### config.mk
export PLATFORM = sky130hd
export DESIGN_NAME = e1_host_port
export DESIGN_NICKNAME = d
export VERILOG_FILES = /design/src/rtl/e1_host_port.sv
export SDC_FILE = /design/constraint.sdc
export NUM_CORES = 1
export LEC_CHECK = 0
export BUFFER_PORTS_ARGS = -buffer_cell sky130_fd_sc_hd__buf_2
export CORE_MARGIN = 2
export CORE_UTILIZATION = 40
export CTS_BUF_LIST = sky130_fd_sc_hd__clkbuf_8 sky130_fd_sc_hd__clkbuf_16
export DETAILED_ROUTE_END_ITERATION = 12
export GPL_ROUTABILITY_DRIVEN = 0
export GPL_TIMING_DRIVEN = 0
export PLACE_DENSITY = 0.67
export SKIP_CTS_REPAIR_TIMING = 1
export SYNTH_ARGS = -nofsm -noshare
export SYNTH_HDL_FRONTEND = slang
export SYNTH_SLANG_ARGS = --single-unit
### constraint.sdc
create_clock -name clk -period 2.3 [get_ports clk]
set_input_delay 0.46 -clock clk [delete_from_list [all_inputs] [get_ports clk]]
set_output_delay 0.46 -clock clk [all_outputs]
set_load 0.03 [all_outputs]
### src/rtl/e1_host_port.sv
module e1_host_port #(
  parameter logic [2:0] DEV_CODE = 3'b010,
  parameter logic [3:0] DIE_REV  = 4'h3,
  parameter int         AW       = 8,
  parameter int         DW       = 8
) (
  input  logic          clk,
  input  logic          rst_n,
  input  logic          mux_sel,
  input  logic          bus_type,
  input  logic          cs_n,
  input  logic          rd_ds_n,
  input  logic          wr_rw_n,
  input  logic          ale_a7,
  input  logic [AW-2:0] addr_lo,
  input  logic [DW-1:0] ad_in,
  output logic [DW-1:0] ad_out,
  output logic          ad_oe,
  output logic [AW-1:0] reg_addr,
  output logic [DW-1:0] reg_wdata,
  output logic          reg_wr_en,
  output logic          reg_rd_en,
  input  logic [DW-1:0] reg_rdata
);
  localparam logic [AW-1:0] ID_ADDR = AW'(8'h0F);
  localparam logic [DW-1:0] ID_VAL  = DW'({1'b1, DEV_CODE, DIE_REV});

  logic          ale_q, rd_q, wr_q, wr_en_q;
  logic [AW-1:0] mux_addr_q, acc_addr_q, cur_addr;
  logic [DW-1:0] wdat_q;
  logic          rd_act, wr_act, acc_local;

  function automatic logic local_addr(input logic [AW-1:0] a);
    return (a >= AW'(8'h09) && a <= AW'(8'h0F)) ||
           (a >= AW'(8'hBC) && a <= AW'(8'hBF)) ||
           (a >= AW'(8'hC0));
  endfunction

  assign cur_addr  = mux_sel ? mux_addr_q : {ale_a7, addr_lo};
  assign rd_act    = ~cs_n & (bus_type ? (~rd_ds_n &  wr_rw_n) : ~rd_ds_n);
  assign wr_act    = ~cs_n & (bus_type ? (~rd_ds_n & ~wr_rw_n) : ~wr_rw_n);
  assign acc_local = local_addr(acc_addr_q);

  always_ff @(posedge clk or negedge rst_n) begin
    if (!rst_n) begin
      ale_q      <= 1'b0;
      rd_q       <= 1'b0;
      wr_q       <= 1'b0;
      wr_en_q    <= 1'b0;
      mux_addr_q <= '0;
      acc_addr_q <= '0;
      wdat_q     <= '0;
    end else begin
      ale_q   <= ale_a7;
      rd_q    <= rd_act;
      wr_q    <= wr_act;
      wr_en_q <= wr_q & ~wr_act & ~acc_local;
      if (mux_sel && ale_a7 && !ale_q) mux_addr_q <= ad_in[AW-1:0];
      if (rd_act || wr_act)             acc_addr_q <= cur_addr;
      if (wr_act)                       wdat_q     <= ad_in;
    end
  end

  assign reg_addr  = acc_addr_q;
  assign reg_wdata = wdat_q;
  assign reg_wr_en = wr_en_q;
  assign reg_rd_en = rd_q & ~acc_local;
  assign ad_oe     = rd_q;
  assign ad_out    = !rd_q                   ? '0     :
                     (acc_addr_q == ID_ADDR) ? ID_VAL :
                     acc_local               ? '0     : reg_rdata;
endmodule


== After elaboration in Yosys (flattened, before gate mapping) ==
Index checks and enable logic that the tools add are counted.
Word-level totals
  input bits: 31
  output and inout bits: 27
  register bits after elaboration: 28
Cells by class
  $lt $le $gt $ge: 5
  bitwise operators: 12
  equality and inequality tests: 1
  reduce and logical (&&, ||, !) cells: 8
  muxes and demuxes: 6
Operators with widths (count)
  2-to-1 mux 8 bit: 4
  greater-or-equal comparator 8 bit, second input constant: 2
  == test 8 x 4 -> 1 bit, second input constant: 1
  greater-or-equal comparator 8 x 4 -> 1 bit, second input constant: 1
  <= comparator 8 x 4 -> 1 bit, second input constant: 1
  <= comparator 8 bit, second input constant: 1
  AND 1 bit: 7
  NOT 1 bit: 5
  logical AND 1 bit: 4
  logical OR 1 bit: 3
  2-to-1 mux 1 bit: 2
  logical NOT 1 bit: 1

== Longest topological paths before layout ==
Gate-level depths: netlist of the first run.
  depth in word-level cells: 7
  depth in mapped cells: 4
  gate-level depth less buffers: 3

== Least setup slack after synthesis of the first run ==
Ideal clock, no wire load.
  path type: register to output
  start: register acc_addr_q[2], in the netlist reg_addr[2]
  end: output ad_out[0]
  cell stages (with the launch flop): 4
  setup slack: 0.010 ns
  required time: 1.840 ns
  arrival time: 1.830 ns
  path through: dfrtp_1 -> o311a_1 -> buf_2 -> o31ai_1
Between the ends
  cells in the longest elaborated chain, start to end: 7
RTL lines
  start: declaration: RTL line 29  | logic [AW-1:0] mux_addr_q, acc_addr_q, cur_addr;
  start signal: assignment: RTL line 59  | if (rd_act || wr_act) acc_addr_q <= cur_addr;
  greater-or-equal comparator 8 x 4 -> 1 bit, or another cell as far along: RTL line 34  | return (a >= AW'(8'h09) && a <= AW'(8'h0F)) ||
  logical AND 1 bit, on equally long branches: RTL line 34, 35
  logical OR 1 bit: RTL line 34
  logical OR 1 bit: RTL line 35  | (a >= AW'(8'hBC) && a <= AW'(8'hBF)) ||
  2-to-1 mux 8 bit: RTL line 71  | acc_local ? '0 : reg_rdata;
  2-to-1 mux 8 bit *: RTL line 70  | (acc_addr_q == ID_ADDR) ? ID_VAL :
  2-to-1 mux 8 bit *: RTL line 69  | assign ad_out = !rd_q ? '0 :
  end: declaration: RTL line 17  | output logic [DW-1:0] ad_out,
Every way passes the cells marked *; elsewhere a longest branch is shown, timed or not.

== Worst setup path after layout of the first run ==
  start: register acc_addr_q[4], in the netlist reg_addr[4]
  end: output ad_out[1]
The elaborated chain is that of the path after synthesis.

==> flow_summary.toml, run 1 <==
[yosys]
synth_nets = 123
syn-cell-area_um2 = 1270
synth_cells = 92
synth-async-reset-ratio = 1.00
synth_area_leader_cell = "dfrtp_1"
syn_area_per_cell_um2 = 13.8
synth_seq_area_share = 0.553
synth.top_cell.area_share = 0.553
ys_ff_latch = 28
ys.flop_type = "dfrtp_1"
synth_warnings = 0
ys_top_cells_by_count = "dfrtp_1 (28), mux2_2 (28), inv_1 (7)"
synth_cell_type_count = 22
yosys-top-cells-area = "dfrtp_1 (55%), mux2_2 (25%), mux2i_1 (3.2%), nor3b_1 (2.4%), o31ai_1 (2.4%)"
synth-edff-count = 0

[global_routing]
antenna_found_initial = 0
grt_pass1_vias = 934
grt_max_degree = 29
grt-ovfl-total = 0
grt_pass1_wl_um = 4110
grtUsageTotal = 0.153

[clock_tree]
cts_sinks = 28
cts_root_buffer = "clkbuf_8"
clkTransAtPathRegs_ns = 0.09
htreeDepth = 1
cts_tree = "done"
clock_latency_ns = 0.27
cts_buffer_depth = 2
numCtsBuffers = 3

[final_layout]
drive_gt1_frac = 0.614
fin_nets = 185
seq_area_um2 = 701
synthToLayoutAreaGrowth_pct = 31.9
multiInputGateArea_um2 = 536
fillCellCount = 277
insertedDiodeCount = 0
fin_cells = 197

[worst_setup_path]
critPathKind = "reg -> out"
critPathLaunch = "reg_addr[4]$_DFFE_PN0P_"
end_kind = "primary output"
worstPathRequired_ns = 1.84
arrival_ns = 1.73
critPathLaunchType = "flip-flop"
crit-reg2reg-launch = "reg_addr[4]$_DFFE_PN0P_"
path_max_fanout = 10

[detailed_routing]
antenna_left = 0
via_count = 975
routed_wl_um = 2610
drt_iter0_drc = 25
via_per_inst = 4.95
firstDrtPassIters = 4
wl_per_cell_um = 13.2
remaining_drc_errors = 0

[floorplan]
ios = 58
die_area_um2 = 3630
die_w_um = 60.3
initial_utilization = 0.418
die_h_um = 60.3
rows = 20
core_area_um2 = 3030

[timing]
hold_viol_final = 0
finalCriticalPeriod_ns = 2.19
fmax_mhz = 457
rsz0062_at_grt = "no"
fin_skew_ns = 0.00136
max-slew-margin-rel = 0.591
worst_pin_slew_ns = 0.612
finalMaxSlewViolations = 0
tns_ns = 0
fin_crit_sh = 0.951
final-setup-viol-count = 0

[pwr]
p_leak_nw = 0.825
p_per_area_nw_per_um2 = 815
ir_worst_vdd_mv = 0.437

[placed_design]
dp_hpwl_um = 2050
portBuffers = 56
dpl.cell_count = 192

[hold_path]
hold_class = "in -> async"

[run]
cap_violations = 0

[status]
status = "completed"
-- per-layer routing --
| metal | vias to the layer above | routed length (um) | GRT usage |
|---|---|---|---|
| met5 | - | 0 | 0 |
| li1 | 458 | - | - |
| met1 | 470 | 1210 | 0.201 |
| met2 | 43 | 1230 | 0.258 |
| met3 | 4 | 145 | 0.0260 |
| met4 | 0 | 24 | 0.0476 |
-- logic make-up (layout without fill, tap and decap cells) --
family                 after synthesis  count (layout)  synth area share
and+or+nand+nor                     13              13            0.0682
AOI/OAI and AO/OA                   10              10            0.0692
buffers and inverters                9              70            0.0287
DFF                                 28              28             0.553
muxes                               32              32             0.281
-- power breakdown --
| group | switching, mW | total [mW] | internal [mW] |
|---|---|---|---|
| clock | 0.143 | 0.296 | 0.153 |
| combinational | 0.256 | 0.420 | 0.164 |
| sequential | 0.0641 | 0.645 | 0.581 |
-- layout make-up --
class	count	area share
Sequential cell	28	0.419
Inverter	7	0.0157
Tap cell	44	0.0330
Multi-Input combinational cell	55	0.321
Clock buffer	4	0.0330
Timing Repair Buffer	57	0.172
Buffer	2	0.00599
-- cells in the final DEF, fill, tap and decap left out, drive strengths merged --
cell type / netlist / final
buf: 2 / 59
a21oi: 1 / 1
inv: 7 / 7
nor3b: 4 / 4
o21a: 1 / 1
and4: 1 / 1
o31ai: 4 / 4
mux2: 28 / 28
a211oi: 2 / 2
o311a: 1 / 1
nand4: 1 / 1
nor4: 1 / 1
mux2i: 4 / 4
nor2: 2 / 2
nand3: 1 / 1
nand3b: 1 / 1
clkbuf: 0 / 4
nor4b: 1 / 1
o211ai: 1 / 1
dfrtp: 28 / 28
nand2: 1 / 1
-- registers in the layout, indices dropped and copies added (netlist names) --
register	cells
reg_wdata	8
wr_q	1
reg_addr	8
reg_wr_en	1
ad_oe	1
ale_q	1
mux_addr_q	8
-- per-stage QoR --
| step | setup WS, ns | cell area, um2 | hold WS (ns) | util | power [mW] |
|---|---|---|---|---|---|
| final | 0.114 | 1670 | 0.186 | 0.552 | 1.36 |
| after global routing | 0.0155 | 1670 | 0.236 | 0.552 | 1.43 |
| after CTS | 0.0228 | 1660 | 0.209 | 0.547 | 1.37 |
| after detailed placement | 0.329 | 1600 | 0.491 | 0.529 | 1.07 |
| after global placement | 0.353 | 1600 | 0.483 | 0.529 | 1.06 |
| after floorplan | 0.00957 | 1270 | 0.164 | - | 0.923 |
-- worst paths after layout --
path                                              to  slack, ns  cells past startpoint
min reg2reg                mux_addr_q[3]$_DFFE_PN0P_       0.51                      1
max                                        ad_out[1]       0.11                      5
max in group asynchronous  mux_addr_q[1]$_DFFE_PN0P_       1.73                      1
max reg2reg                      reg_wr_en$_DFF_PN0_       0.91                      4
min in group clk                     ale_q$_DFF_PN0_       0.32                      1
min                        mux_addr_q[6]$_DFFE_PN0P_       0.19                      1
-- worst max-delay path, cell delays in order, from the launching register on --
cell	delay, ns
dfrtp_1	0.43
nor4_2	0.34
o311a_1	0.20
buf_2	0.20
o31ai_1	0.10
buf_2	0.18
Power figures use the tool's default switching activity.
==> run 2: changes to the inputs <==
Settings changed: CTS_BUF_LIST sky130_fd_sc_hd__clkbuf_8 sky130_fd_sc_hd__clkbuf_16 to not set, CTS_CLUSTER_SIZE set to 25.
==> run 2 against run 1 <==
Total power fell by 3.9%. Global-route usage barely moved. Flip-flop and latch count did not move. Count of clock-buffer cells in the layout did not move. Register-to-register slack improved by 0.03 ns. Hold slack got worse by 0.064 ns.
==> flow_summary.toml, run 2 (synthesis gave the netlist of run 1 again) <==
[detailed_routing]
wl_per_cell_um = 13.1
drt_iter0_drc = 23
antenna_left = 0
routed_wl_um = 2580
via_per_inst = 4.93
firstDrtPassIters = 4
remaining_drc_errors = 0
via_count = 972

[clock_tree]
clkTransAtPathRegs_ns = 0.14
cts_tree = "done"
clock_latency_ns = 0.32
cts_root_buffer = "clkbuf_4"
cts_buffer_depth = 2
numCtsBuffers = 3
cts_sinks = 28
htreeDepth = 1

[floorplan]
rows = 20
core_area_um2 = 3030
initial_utilization = 0.418
die_area_um2 = 3630
die_w_um = 60.3
die_h_um = 60.3
ios = 58

[final_layout]
fin_area_um2 = 1670
insertedDiodeCount = 0
synthToLayoutAreaGrowth_pct = 32.1
most-common-layout-cells = "buf_2 (54), mux2_2 (28), dfrtp_1 (26), inv_1 (7), buf_4 (5)"
drive_gt1_frac = 0.627
final_common_cell = "buf_2"
fin_nets = 185
fin_cells = 197

[timing]
max-slew-margin-rel = 0.599
rsz0062_at_grt = "yes"
fin_skew_ns = 0.00447
tns_ns = 0
final-setup-viol-count = 0
fmax_mhz = 448
finalMaxSlewViolations = 0
worst_pin_slew_ns = 0.600
hold_viol_final = 0
finalCriticalPeriod_ns = 2.23
fin_crit_sh = 0.971

[global_routing]
antenna_found_initial = 0
grt_pass1_vias = 950
grtUsageTotal = 0.153
grt_max_degree = 29
grt_pass1_wl_um = 4120
grt-ovfl-total = 0

[status]
status = "completed"

[worst_setup_path]
worstPathRequired_ns = 1.84
critPathKind = "reg -> out"
path_max_fanout = 10
critPathLaunchType = "flip-flop"
arrival_ns = 1.77
end_kind = "primary output"

[placed_design]
place_area_um2 = 1600
portBuffers = 56
dpl.cell_count = 192
dp_hpwl_um = 2050

[pwr]
p_per_area_nw_per_um2 = 782
ir_worst_vdd_mv = 0.473
finalPower_mw = 1.31
p_leak_nw = 0.816

[hold_path]
hold_class = "in -> async"

[run]
cap_violations = 0
==> run 2: power breakdown <==
part,internal (mW),switching (mW)
Combinational,0.169,0.256
Clock,0.0967,0.134
Sequential,0.582,0.0704
==> run 2: final timing paths <==
| kind | from | endpoint | slack (ns) | cells past startpoint |
|---|---|---|---|---|
| hold reg to reg | mux_addr_q[3]$_DFFE_PN0P_ | mux_addr_q[3]$_DFFE_PN0P_ | 0.52 | 1 |
| hold / removal | rst_n | mux_addr_q[6]$_DFFE_PN0P_ | 0.12 | 1 |
| max in group asynchronous | rst_n | reg_addr[5]$_DFFE_PN0P_ | 1.76 | 1 |
| min in group clk | ale_a7 | ale_q$_DFF_PN0_ | 0.27 | 1 |
| setup reg to reg | reg_addr[4]$_DFFE_PN0P_ | reg_wr_en$_DFF_PN0_ | 0.94 | 4 |
| setup / recovery | reg_addr[2]$_DFFE_PN0P_ | ad_out[5] | 0.07 | 4 |
==> run 2: per-layer routing <==
metal  track usage  vias to the layer above  share of wire
met5             0                        -              0
met4        0.0476                        0         0.0070
met1         0.195                      468           0.45
met2         0.262                       43           0.48
met3        0.0260                        4          0.060
li1              -                      457              -
==> run 2: through the flow <==
| stage | util | hold WS (ns) | setup WS [ns] |
|---|---|---|---|
| floorplan | - | 0.164 | 0.00957 |
| global placement | 0.529 | 0.483 | 0.353 |
| detailed placement | 0.529 | 0.491 | 0.329 |
| CTS | 0.541 | 0.139 | -0.0509 |
| global route | 0.552 | 0.157 | -0.0263 |
| finish | 0.552 | 0.122 | 0.0669 |
==> run 2: final cells by class <==
| class | count | area [um2] |
|---|---|---|
| buffer | 2 | 10.0 |
| clock buffer | 4 | 36.3 |
| fill | 275 | 1360 |
| inverter | 7 | 26.3 |
| multi-input combinational | 55 | 544 |
| sequential | 28 | 703 |
| tap | 44 | 55.1 |
| timing repair buffer | 57 | 298 |
==> run 2: critical path, stage by stage (launching register included) <==
cell and delay (ns):
dfrtp_1 0.45, o311a_1 0.35, buf_2 0.18, o31ai_1 0.24
buf_2 0.24
==> run 3: changes to the inputs <==
Settings changed: GPL_TIMING_DRIVEN 0 to 1, SKIP_LAST_GASP set to 1.
==> run 3 against run 2 <==
Combinational power is essentially flat. Critical endpoint is now ad_out[7]. Die area is the same. Count of clock-buffer cells in the layout is the same. Via count grew 1.9%. Highest routed layer unchanged. Final area is essentially flat. Clock skew shrank 0.0025 ns. Non-clock buffer count is the same. Clock power grew 3%. Critical path type unchanged.
==> flow_summary.toml, run 3 (synthesis gave the netlist of run 1 again) <==
[status]
status = "completed"

[timing]
max-slew-margin-rel = 0.574
fmax_mhz = 456
fin_skew_ns = 0.00192
fin_crit_sh = 0.953
finalCriticalPeriod_ns = 2.19
tns_ns = 0
rsz0062_at_grt = "no"
hold_viol_final = 0
finalMaxSlewViolations = 0
final-setup-viol-count = 0
worst_pin_slew_ns = 0.637

[global_routing]
grt_max_degree = 29
grtUsageTotal = 0.149
grt-ovfl-total = 0
grt_pass1_vias = 898
grt_pass1_wl_um = 3930
antenna_found_initial = 0

[placed_design]
portBuffers = 57
dpl.cell_count = 191
dp_hpwl_um = 1980

[detailed_routing]
via_count = 990
wl_per_cell_um = 13.5
via_per_inst = 5.00
antenna_left = 0
firstDrtPassIters = 4
routed_wl_um = 2670
remaining_drc_errors = 0
drt_iter0_drc = 20

[worst_setup_path]
worstPathRequired_ns = 1.84
r2r_slack_ns = 0.89
arrival_ns = 1.73
cp_slowest_stage_delay_ns = 0.47
critPathKind = "reg -> out"
critPathLaunchType = "flip-flop"
crit_buf_inv = 1
reg2reg_depth = 3
cp_slowest_cell = "o311a_2"
crit-reg2reg-launch = "reg_addr[2]$_DFFE_PN0P_"
worstReg2RegEnd = "reg_wr_en$_DFF_PN0_"
end_kind = "primary output"
cp_top_family = "compound AO/OA/AOI/OAI gates"
crit_chain = "o311a_2 > o31ai_1 > buf_2"
path_max_fanout = 6

[floorplan]
die_w_um = 60.3
die_h_um = 60.3
initial_utilization = 0.418
core_area_um2 = 3030
ios = 58
die_area_um2 = 3630
rows = 20

[final_layout]
utilization = 0.553
synthToLayoutAreaGrowth_pct = 32.2
drive_gt1_frac = 0.617
insertedDiodeCount = 0
fin_cells = 198
fin_nets = 186
most-common-layout-cells = "buf_2 (57), mux2_2 (28), dfrtp_1 (28), inv_1 (7)"
final_common_cell = "buf_2"

[clock_tree]
clkTransAtPathRegs_ns = 0.14
htreeDepth = 1
clock_latency_ns = 0.33
cts_sinks = 28
cts_buffer_depth = 2
cts_root_buffer = "clkbuf_4"
numCtsBuffers = 3
cts_tree = "done"

[pwr]
ir_worst_vdd_mv = 0.431
p_leak_nw = 0.823
p_per_area_nw_per_um2 = 787

[run]
cap_violations = 0

[hold_path]
hold_class = "in -> async"
run 3: changes by cell type in the layout (fill, tap and decap cells not counted), sizes merged:
cell	before	now
o311a	1	2
run 3: final cells by class:
type / count / area (um2)
clock buffer: 4 / 36.3
fill: 274 / 1350
inverter: 7 / 26.3
multi-input combinational: 56 / 556
sequential: 28 / 701
tap: 44 / 55.1
timing repair buffer: 59 / 300
run 3: worst register-to-register path: stages (launching register included):
cell and delay (ns):
dfrtp_1 0.46, o311a_1 0.44, buf_4 0.15, nor4b_1 0.27
run 3: how the worst max path moves through the flow:
stage	start	to	slack [ns]	cells past startpoint
after floorplan	reg_addr[2]$_DFFE_PN0P_	ad_out[0]	0.01	3
after global placement	reg_addr[4]$_DFFE_PN0P_	ad_out[0]	0.36	4
after detailed placement	reg_addr[4]$_DFFE_PN0P_	ad_out[0]	0.30	4
after CTS	reg_addr[4]$_DFFE_PN0P_	ad_out[0]	-0.09	4
after global routing	reg_addr[2]$_DFFE_PN0P_	ad_out[5]	0.01	3
final	reg_addr[2]$_DFFE_PN0P_	ad_out[7]	0.11	3
run 3: layer usage:
layer	up-vias	track usage	routed length, um
li1	462	-	-
met1	473	0.188	1210
met2	48	0.236	1170
met3	7	0.0260	212
met4	0	0.0889	76
met5	-	0	0
run 3: stage by stage:
step / total power, mW / hold WS (ns) / area (um2) / setup WS (ns)
floorplan: 0.923 / 0.164 / 1270 / 0.00957
global placement: 1.06 / 0.482 / 1600 / 0.362
detailed placement: 1.07 / 0.490 / 1600 / 0.298
CTS: 1.31 / 0.135 / 1630 / -0.0927
global route: 1.39 / 0.155 / 1670 / 0.0144
finish: 1.32 / 0.115 / 1670 / 0.108
run 3: where the power goes:
part / leakage [nW] / switching (mW) / total, mW / internal (mW)
Sequential: 0.335 / 0.0773 / 0.657 / 0.580
Clock: 0.0210 / 0.140 / 0.237 / 0.0970
Combinational: 0.467 / 0.256 / 0.424 / 0.168
Total: 0.823 / 0.473 / 1.32 / 0.846
